$ cat config.mk
export PLATFORM = sky130hd
export DESIGN_NAME = nll_term_accum
export DESIGN_NICKNAME = d
export VERILOG_FILES = /design/src/rtl/nll_pkg.sv /design/src/rtl/nll_diff_stage.sv /design/src/rtl/nll_scale_stage.sv /design/src/rtl/nll_accum_stage.sv /design/src/rtl/nll_term_accum.sv
export SDC_FILE = /design/constraint.sdc
export NUM_CORES = 2
export LEC_CHECK = 0
export BUFFER_PORTS_ARGS = -buffer_cell sky130_fd_sc_hd__buf_2
export CAP_MARGIN = 20
export CORE_ASPECT_RATIO = 0.5
export CORE_MARGIN = 5
export CORE_UTILIZATION = 40
export CTS_CLUSTER_DIAMETER = 150
export DETAILED_ROUTE_END_ITERATION = 10
export PLACE_DENSITY = 0.59
export SETUP_SLACK_MARGIN = 0.15
export SLEW_MARGIN = 20
export SYNTH_ARGS = -nofsm -noshare
export SYNTH_HDL_FRONTEND = slang
export SYNTH_SLANG_ARGS = --single-unit
$ cat constraint.sdc
create_clock -name clk -period 18.1 [get_ports clk]
set_input_delay 2.715 -clock clk [delete_from_list [all_inputs] [get_ports clk]]
set_output_delay 2.715 -clock clk [all_outputs]
set_load 0.005 [all_outputs]
$ cat src/rtl/nll_pkg.sv
// Shared types for the log-likelihood score accumulator.
package nll_pkg;
    // Control markers that travel alongside the data through each stage.
    typedef struct packed {
        logic vld;
        logic first;
        logic last;
    } nll_tag_t;
endpackage

$ cat src/rtl/nll_diff_stage.sv
// Stage 1: registers the signed difference energy - mean and carries the
// gain, offset and markers forward. Assumes both operands are unsigned.
module nll_diff_stage
    import nll_pkg::*;
#(
    parameter int E_W    = 16,
    parameter int COEF_W = 16,
    parameter int D_W    = ((E_W > COEF_W) ? E_W : COEF_W) + 1
) (
    input  logic                     clk,
    input  logic                     rst_n,
    input  nll_tag_t                 tag_in,
    input  logic [E_W-1:0]           energy,
    input  logic [COEF_W-1:0]        mean,
    input  logic [COEF_W-1:0]        gain,
    input  logic [COEF_W-1:0]        offset,
    output nll_tag_t                 tag_q,
    output logic signed [D_W-1:0]    diff_q,
    output logic [COEF_W-1:0]        gain_q,
    output logic [COEF_W-1:0]        offset_q
);
    logic signed [D_W-1:0] diff_d;

    // Zero-extend both operands and subtract at full signed width.
    always_comb begin
        diff_d = $signed({{(D_W-E_W){1'b0}}, energy})
               - $signed({{(D_W-COEF_W){1'b0}}, mean});
    end

    // Capture the difference and the forwarded fields.
    always_ff @(posedge clk) begin
        if (!rst_n) begin
            tag_q    <= '0;
            diff_q   <= '0;
            gain_q   <= '0;
            offset_q <= '0;
        end else begin
            tag_q    <= tag_in;
            diff_q   <= diff_d;
            gain_q   <= gain;
            offset_q <= offset;
        end
    end
endmodule

$ cat src/rtl/nll_scale_stage.sv
// Stage 2: multiplies the difference by the unsigned gain and applies a fixed
// arithmetic right shift. Assumes SHIFT is less than the product width.
module nll_scale_stage
    import nll_pkg::*;
#(
    parameter int D_W    = 17,
    parameter int COEF_W = 16,
    parameter int SHIFT  = 8,
    parameter int P_W    = D_W + COEF_W + 1,
    parameter int S_W    = P_W - SHIFT
) (
    input  logic                     clk,
    input  logic                     rst_n,
    input  nll_tag_t                 tag_in,
    input  logic signed [D_W-1:0]    diff,
    input  logic [COEF_W-1:0]        gain,
    input  logic [COEF_W-1:0]        offset,
    output nll_tag_t                 tag_q,
    output logic signed [S_W-1:0]    scaled_q,
    output logic [COEF_W-1:0]        offset_q
);
    logic signed [P_W-1:0] diff_ext;
    logic signed [P_W-1:0] gain_ext;
    logic signed [P_W-1:0] prod;
    logic signed [P_W-1:0] shifted;

    // Widen both operands, multiply exactly and drop SHIFT fraction bits.
    always_comb begin
        diff_ext = P_W'(diff);
        gain_ext = $signed({{(P_W-COEF_W){1'b0}}, gain});
        prod     = diff_ext * gain_ext;
        shifted  = prod >>> SHIFT;
    end

    // Capture the scaled product and the forwarded fields.
    always_ff @(posedge clk) begin
        if (!rst_n) begin
            tag_q    <= '0;
            scaled_q <= '0;
            offset_q <= '0;
        end else begin
            tag_q    <= tag_in;
            scaled_q <= shifted[S_W-1:0];
            offset_q <= offset;
        end
    end
endmodule

$ cat src/rtl/nll_accum_stage.sv
// Stage 3: squares the scaled value, adds the offset and accumulates with
// saturation. A first marker replaces the running sum. The strobe follows a
// last marker. Assumes markers only matter when vld is set.
module nll_accum_stage
    import nll_pkg::*;
#(
    parameter int S_W    = 26,
    parameter int COEF_W = 16,
    parameter int ACC_W  = 48,
    parameter int SQ_W   = 2 * S_W,
    parameter int SUM_W  = ((SQ_W > ACC_W) ? SQ_W : ACC_W) + 2
) (
    input  logic                     clk,
    input  logic                     rst_n,
    input  nll_tag_t                 tag_in,
    input  logic signed [S_W-1:0]    scaled,
    input  logic [COEF_W-1:0]        offset,
    output logic                     done_q,
    output logic [ACC_W-1:0]         acc_q
);
    localparam logic [SUM_W-1:0] ACC_MAX = {{(SUM_W-ACC_W){1'b0}}, {ACC_W{1'b1}}};

    logic signed [SQ_W-1:0] sc_ext;
    logic signed [SQ_W-1:0] sq_s;
    logic [SUM_W-1:0]       term;
    logic [SUM_W-1:0]       base;
    logic [SUM_W-1:0]       total;
    logic [ACC_W-1:0]       acc_d;

    // Build the channel term and the clamped running sum.
    always_comb begin
        sc_ext = SQ_W'(scaled);
        sq_s   = sc_ext * sc_ext;
        term   = {{(SUM_W-SQ_W){1'b0}}, $unsigned(sq_s)}
               + {{(SUM_W-COEF_W){1'b0}}, offset};
        base   = tag_in.first ? '0 : {{(SUM_W-ACC_W){1'b0}}, acc_q};
        total  = base + term;
        acc_d  = (total > ACC_MAX) ? ACC_MAX[ACC_W-1:0] : total[ACC_W-1:0];
    end

    // Update the sum on valid channels and raise the strobe after the last one.
    always_ff @(posedge clk) begin
        if (!rst_n) begin
            acc_q  <= '0;
            done_q <= 1'b0;
        end else begin
            if (tag_in.vld) begin
                acc_q <= acc_d;
            end
            done_q <= tag_in.vld & tag_in.last;
        end
    end
endmodule

$ cat src/rtl/nll_term_accum.sv
// Top level: three-stage pipeline that scores one candidate position as the
// sum over channels of square(((E - A) * B) >>> SHIFT) + C. Assumes that the
// coefficients arrive already scaled to integers and that the caller
// brackets each evaluation with first and last markers.
module nll_term_accum
    import nll_pkg::*;
#(
    parameter int E_W    = 16,
    parameter int COEF_W = 16,
    parameter int SHIFT  = 8,
    parameter int ACC_W  = 48
) (
    input  logic              clk,
    input  logic              rst_n,
    input  logic              in_valid,
    input  logic              in_first,
    input  logic              in_last,
    input  logic [E_W-1:0]    in_energy,
    input  logic [COEF_W-1:0] in_mean,
    input  logic [COEF_W-1:0] in_gain,
    input  logic [COEF_W-1:0] in_offset,
    output logic              score_valid,
    output logic [ACC_W-1:0]  score
);
    localparam int D_W = ((E_W > COEF_W) ? E_W : COEF_W) + 1;
    localparam int P_W = D_W + COEF_W + 1;
    localparam int S_W = P_W - SHIFT;

    nll_tag_t              tag_in;
    nll_tag_t              tag1;
    nll_tag_t              tag2;
    logic signed [D_W-1:0] diff1;
    logic [COEF_W-1:0]     gain1;
    logic [COEF_W-1:0]     off1;
    logic signed [S_W-1:0] scaled2;
    logic [COEF_W-1:0]     off2;

    // Qualify the markers with the channel valid.
    always_comb begin
        tag_in.vld   = in_valid;
        tag_in.first = in_valid & in_first;
        tag_in.last  = in_valid & in_last;
    end

    nll_diff_stage #(.E_W(E_W), .COEF_W(COEF_W), .D_W(D_W)) u_diff (
        .clk(clk), .rst_n(rst_n), .tag_in(tag_in),
        .energy(in_energy), .mean(in_mean), .gain(in_gain), .offset(in_offset),
        .tag_q(tag1), .diff_q(diff1), .gain_q(gain1), .offset_q(off1)
    );

    nll_scale_stage #(.D_W(D_W), .COEF_W(COEF_W), .SHIFT(SHIFT), .P_W(P_W), .S_W(S_W)) u_scale (
        .clk(clk), .rst_n(rst_n), .tag_in(tag1),
        .diff(diff1), .gain(gain1), .offset(off1),
        .tag_q(tag2), .scaled_q(scaled2), .offset_q(off2)
    );

    nll_accum_stage #(.S_W(S_W), .COEF_W(COEF_W), .ACC_W(ACC_W)) u_acc (
        .clk(clk), .rst_n(rst_n), .tag_in(tag2),
        .scaled(scaled2), .offset(off2),
        .done_q(score_valid), .acc_q(score)
    );
endmodule

==> Yosys cells after proc, flatten, opt, wreduce, memory -nomap -nowiden <==
Index checks and enable logic that the tools add are counted.
{ "classes": {"add_sub_neg": 3, "multipliers": 2, "div": 0, "n_lt_le_gt_ge": 1, "eq_ne": 0, "n_shift": 0, "muxes": 2, "bitwise": 3, "n_reduce_logical": 0} }
{ "ops": {"columns": ["operator", "n"], "rows": [
  ["2-to-1 mux 48 bit", 2],
  ["adder 54 bit", 1],
  ["> comparator 54 x 48 -> 1 bit (second input constant)", 1],
  ["adder 52 x 16 -> 53 bit", 1],
  ["multiplier 26 x 26 -> 52 bit", 1],
  ["multiplier 17 x 17 -> 34 bit", 1],
  ["subtractor 16 x 16 -> 17 bit", 1],
  ["AND 1 bit", 3]
]} }
{ "word_totals": {"regBits": 146, "latchBits": 0, "ramBits": 0, "rom_bits": 0, "elab_cells": 24, "n_memories": 0} }

==> Longest topological paths before layout <==
{ "logic_depth": {"depth_word": 5, "mapped_depth": 50} }

==> Modules after synthesis <==
From an unflattened synthesis, not the netlist that was laid out.
{ "hier_totals": {"hier_cells": 4591, "hier_area_um2": 41929.0} }
{ "by_module_without_submodules": {"columns": ["mod", "instances", "cells_each", "area_each_um2"], "rows": [
  ["nll_accum_stage", 1, 3093, 28075.7],
  ["nll_scale_stage", 1, 1269, 11648.7],
  ["nll_diff_stage", 1, 227, 2192.1],
  ["nll_term_accum", 1, 2, 12.5]
]} }

==> Worst setup path after synthesis <==
Ideal clock, no wire load.
{ "synth_timing": {"path_type": "register to register", "start": "reg u_scale.scaled_q[4]", "end": "reg u_acc.acc_q[36]", "setup_time_ns": 0.139, "arrival_ns": 10.750, "setup_slack_ns": 7.211, "stages_incl_launch_ff": 46, "path_buffers": 5, "path_cell_list": "dfxtp_1 clkbuf_1 clkbuf_1 nand2_1 fa_1 inv_1 fa_1 fa_1 fa_1 inv_1 fa_1 inv_1 fa_1 inv_1 fa_1 inv_1 ha_1 clkbuf_1 (+10 left out) nand2_1 xnor2_1 ha_1 a21o_1 a21o_1 a21o_1 a21o_1 a21oi_1 o21ai_0 nor3_1 a21oi_1 a21o_1 a2111oi_0 a31oi_1 xnor2_1 clkbuf_1 buf_2 a41oi_2"} }
{ "synth_via": {"elab_chain_len": 5} }
{ "synth_rtl": {"columns": ["item", "line_no", "rtl"], "rows": [
  ["start, declared", "nll_scale_stage.sv:19", "output logic signed [S_W-1:0] scaled_q,"],
  ["start signal, assigned", "nll_scale_stage.sv:43", "scaled_q <= shifted[S_W-1:0];"],
  ["multiplier 26 x 26 -> 52 bit (*)", "nll_accum_stage.sv:33", "sq_s = sc_ext * sc_ext;"],
  ["adder 52 x 16 -> 53 bit (*)", "nll_accum_stage.sv:35", "+ {{(SUM_W-COEF_W){1'b0}}, offset};"],
  ["adder 54 bit (*)", "nll_accum_stage.sv:37", "total = base + term;"],
  ["> comparator 54 x 48 -> 1 bit", "nll_accum_stage.sv:38", "acc_d = (total > ACC_MAX) ? ACC_MAX[ACC_W-1:0] : total[ACC_W-1:0];"],
  ["2-to-1 mux 48 bit (*)", "nll_accum_stage.sv:38", null],
  ["end signal, assigned", "nll_accum_stage.sv:44", "acc_q <= '0;"],
  ["end signal, assigned", "nll_accum_stage.sv:48", "acc_q <= acc_d;"],
  ["end, declared", "nll_accum_stage.sv:19", "output logic [ACC_W-1:0] acc_q"]
]} }
Mark *: on every way between the ends. The rest lies on a longest branch, timed or not.
A chain may end at the register's enable or synchronous reset.

==> Final worst setup path <==
{ "layout_timing": {"start": "reg u_scale.scaled_q[17]", "end": "reg u_acc.acc_q[3]"} }
{ "layout_via": {"elab_chain_len": 5} }
{ "layout_rtl": {"columns": ["item", "line_no"], "rows": [
  ["multiplier 26 x 26 -> 52 bit", "nll_accum_stage.sv:33"],
  ["adder 52 x 16 -> 53 bit", "nll_accum_stage.sv:35"],
  ["adder 54 bit", "nll_accum_stage.sv:37"],
  ["> comparator 54 x 48 -> 1 bit", "nll_accum_stage.sv:38"],
  ["2-to-1 mux 48 bit", "nll_accum_stage.sv:38"]
]} }
Every way passes these cells.

==> summary.txt <==
status = finished clean
Slew Limit Fails = 0
I/O pin count = 118
Critical Path Most Common Cell = fa_1
critical path startpoint category = flop
Worst Tran Pin Value = 1.08 ns
CP peak stage delay = 0.60 ns
first-pass GRT wire length = 191000 um
Starting Density = 40.1%
Worst setup EP type = flop
Worst Path Arrival = 13.24 ns
clock root buffer = clkbuf_16
fmax = 0.0773 GHz
Antenna Nets Post-Route = 0
RD Place Congestion = 0.950
Cell variety after synth = 77
Congestion Overflow GR = 0
DR WL/cell = 19.5 um
Vias/cell = 5.07
Final min period = 12.93 ns
RSZ-0062 raised after global routing = false
pin count of the biggest net entering global routing = 112
Nets = 5957
Core Area = 105000 um^2
Mapped Avg Cell Area = 9.08 um^2
hold_buf cts = 0
number of global-route vias before repair = 33500
die width = 468 um
DRC = 0
Initial DRC Count = 1911
fraction of the yosys area taken by sequential cells = 6.97%
setup_tns = 0 ns
Post-CTS Setup Bufs = 0
mapped cell area = 41900 um^2
synth warn = 0
Async S/R FF share, synth = 0%
CTS clk-pin slew, worst paths = 0.08 ns
Clock Skew = 0.0327 ns
antenna violations before repair = 4
CTS resizes = 0
clk_lat worst skew = 0.49 ns
total number of vias = 30700
Mapped Nets = 5943
H-tree levels = 4
Post-Syn Instances = 4620
final hold vios = 0
GRT Total Usage = 21.9%
CTS tree = yes
Die Area = 112000 um^2
Finish-stage setup viols = 0
final period utilization = 71.4%
CP max stage cell = nor2_4
#FFs+latches synth = 146
Crit Path Category = flop to flop
Routed WL = 118000 um
Initial DRT Pass Iterations = 5
worst rel slew slack = 27.7%
synthesis-to-layout area growth = 6.34%
number of synthesized flops with an enable pin = 0
Worst Hold Class = flop to flop
# rows = 84
crit path max fanout = 25
clk sinks = 146
Die Y = 239 um
Crit path required time = 18.40 ns
share of cells above drive strength 1 = 5.23%
max-cap viol count = 0
Most used DFF post-synth = dfxtp_1
CTS Buf Count = 17
post-DP HPWL = 98400 um
port bufs = 117
Clock Tree Buf Depth = 2
layout by cell type (no fill, tap or decap), types with 14 or more instances in the layout:
master,count
nand2_1,430
nor3_1,58
xnor2_1,109
and3_1,22
a31oi_1,17
ha_1,319
a41oi_2,20
xor2_1,64
fa_1,935
clkbuf_16,17
o21a_1,23
and2_1,320
nand2b_1,16
buf_2,116
a21o_1,59
a211oi_1,22
inv_1,1121
nor2b_1,93
nand4_1,23
dfxtp_1,145
o21ai_0,128
o21bai_1,14
nor2_1,133
nand3_1,49
a21oi_1,130
buf_4,42
or2_2,15
a41oi_1,30
sequential cells by signal, indices dropped and copies added (netlist names):
name and flops:
u_scale.scaled_q 26, u_diff.diff_q 17, u_diff.offset_q 16, u_scale.tag_q 3, u_scale.offset_q 16, u_acc.done_q 1
u_acc.acc_q 48, u_diff.tag_q 3, u_diff.gain_q 16
area by class of cell:
cell class | instances | area (um^2)
diodes | 1 | 2.50
fillers | 10300 | 60000
flip-flops and latches | 146 | 2920
inverters | 1121 | 4210
multi-input cells | 3190 | 34200
clock buffers | 18 | 439
repair buffers | 158 | 896
clock inverters | 14 | 169
well taps | 1419 | 1780
kinds of logic (layout without fill, tap and decap cells):
logic type,count (synthesis),count (layout),share of synthesized area (%)
AOI/OAI and AO/OA,533,533,8.66
xor gates and xnor gates,174,174,3.63
adders and majority gates,1254,1254,54.2
buffers and inverters,1284,1311,11.6
DFF,146,146,6.97
muxes,9,9,0.224
other,0,1,0
and+or+nand+nor,1220,1220,14.8
critical path: cells and delay by family (launching register included):
family,cells,cell delay [ns]
AND/OR/NAND/NOR,9,2.63
XOR/XNOR,1,0.23
multiplexers,1,0.33
AO/OA/AOI/OAI,13,3.43
adder cells (fa/ha/maj),9,4.36
buffers and inverters,7,1.36
flip-flops,1,0.32
per-layer routing:
metal	routed length (um)	track usage, %
met1	54800	31.9
met2	52700	34.3
met3	8130	3.78
met4	2690	5.20
met5	0	0
synth_stat cells (all sizes together) (23+ instances only):
library cell  number  area share (%)
a21o              59             1.1
a21oi            130             1.6
a41oi             50             1.4
and2             321             4.8
clkbuf           150             1.3
dfxtp            146             7.0
fa               935              45
ha               319             9.5
inv             1121              10
nand2            430             3.8
nand3             51            0.63
nand4             23            0.34
nor2             134             1.2
nor2b             93             1.4
nor3              61            0.75
o21a              23            0.41
o21ai            131             1.6
xnor2            110             2.3
xor2              64             1.3
worst paths after layout:
kind                        start                   to  slack, ns  depth (start not counted)
min reg2reg    u_diff.offset_q[1]  u_scale.offset_q[1]       0.43                          1
min            u_diff.offset_q[1]  u_scale.offset_q[1]       0.43                          1
max          u_scale.scaled_q[17]       u_acc.acc_q[3]       5.17                         40
max reg2reg  u_scale.scaled_q[17]       u_acc.acc_q[3]       5.17                         40
metrics by stage:
| stage | setup slack, ns | std cells | hold WS (ns) | utilization (%) | cell area (um^2) |
|---|---|---|---|---|---|
| 3_5_place_dp | 5.26 | 6034 | 0.419 | 42.1 | 44000 |
| 5_1_grt | 4.48 | 6066 | 0.446 | 42.6 | 44600 |
| 4_1_cts | 5.19 | 6066 | 0.434 | 42.6 | 44600 |
| 3_3_place_gp | 5.40 | 6033 | 0.417 | 42.0 | 44000 |
| 6_report | 5.17 | 6067 | 0.433 | 42.6 | 44600 |
| 2_1_floorplan | 7.21 | 4620 | 0.412 | - | 41900 |
Power is left out: the tool's default activity adds up to more than one toggle a clock period on the data nets, which glitch-free logic cannot reach.
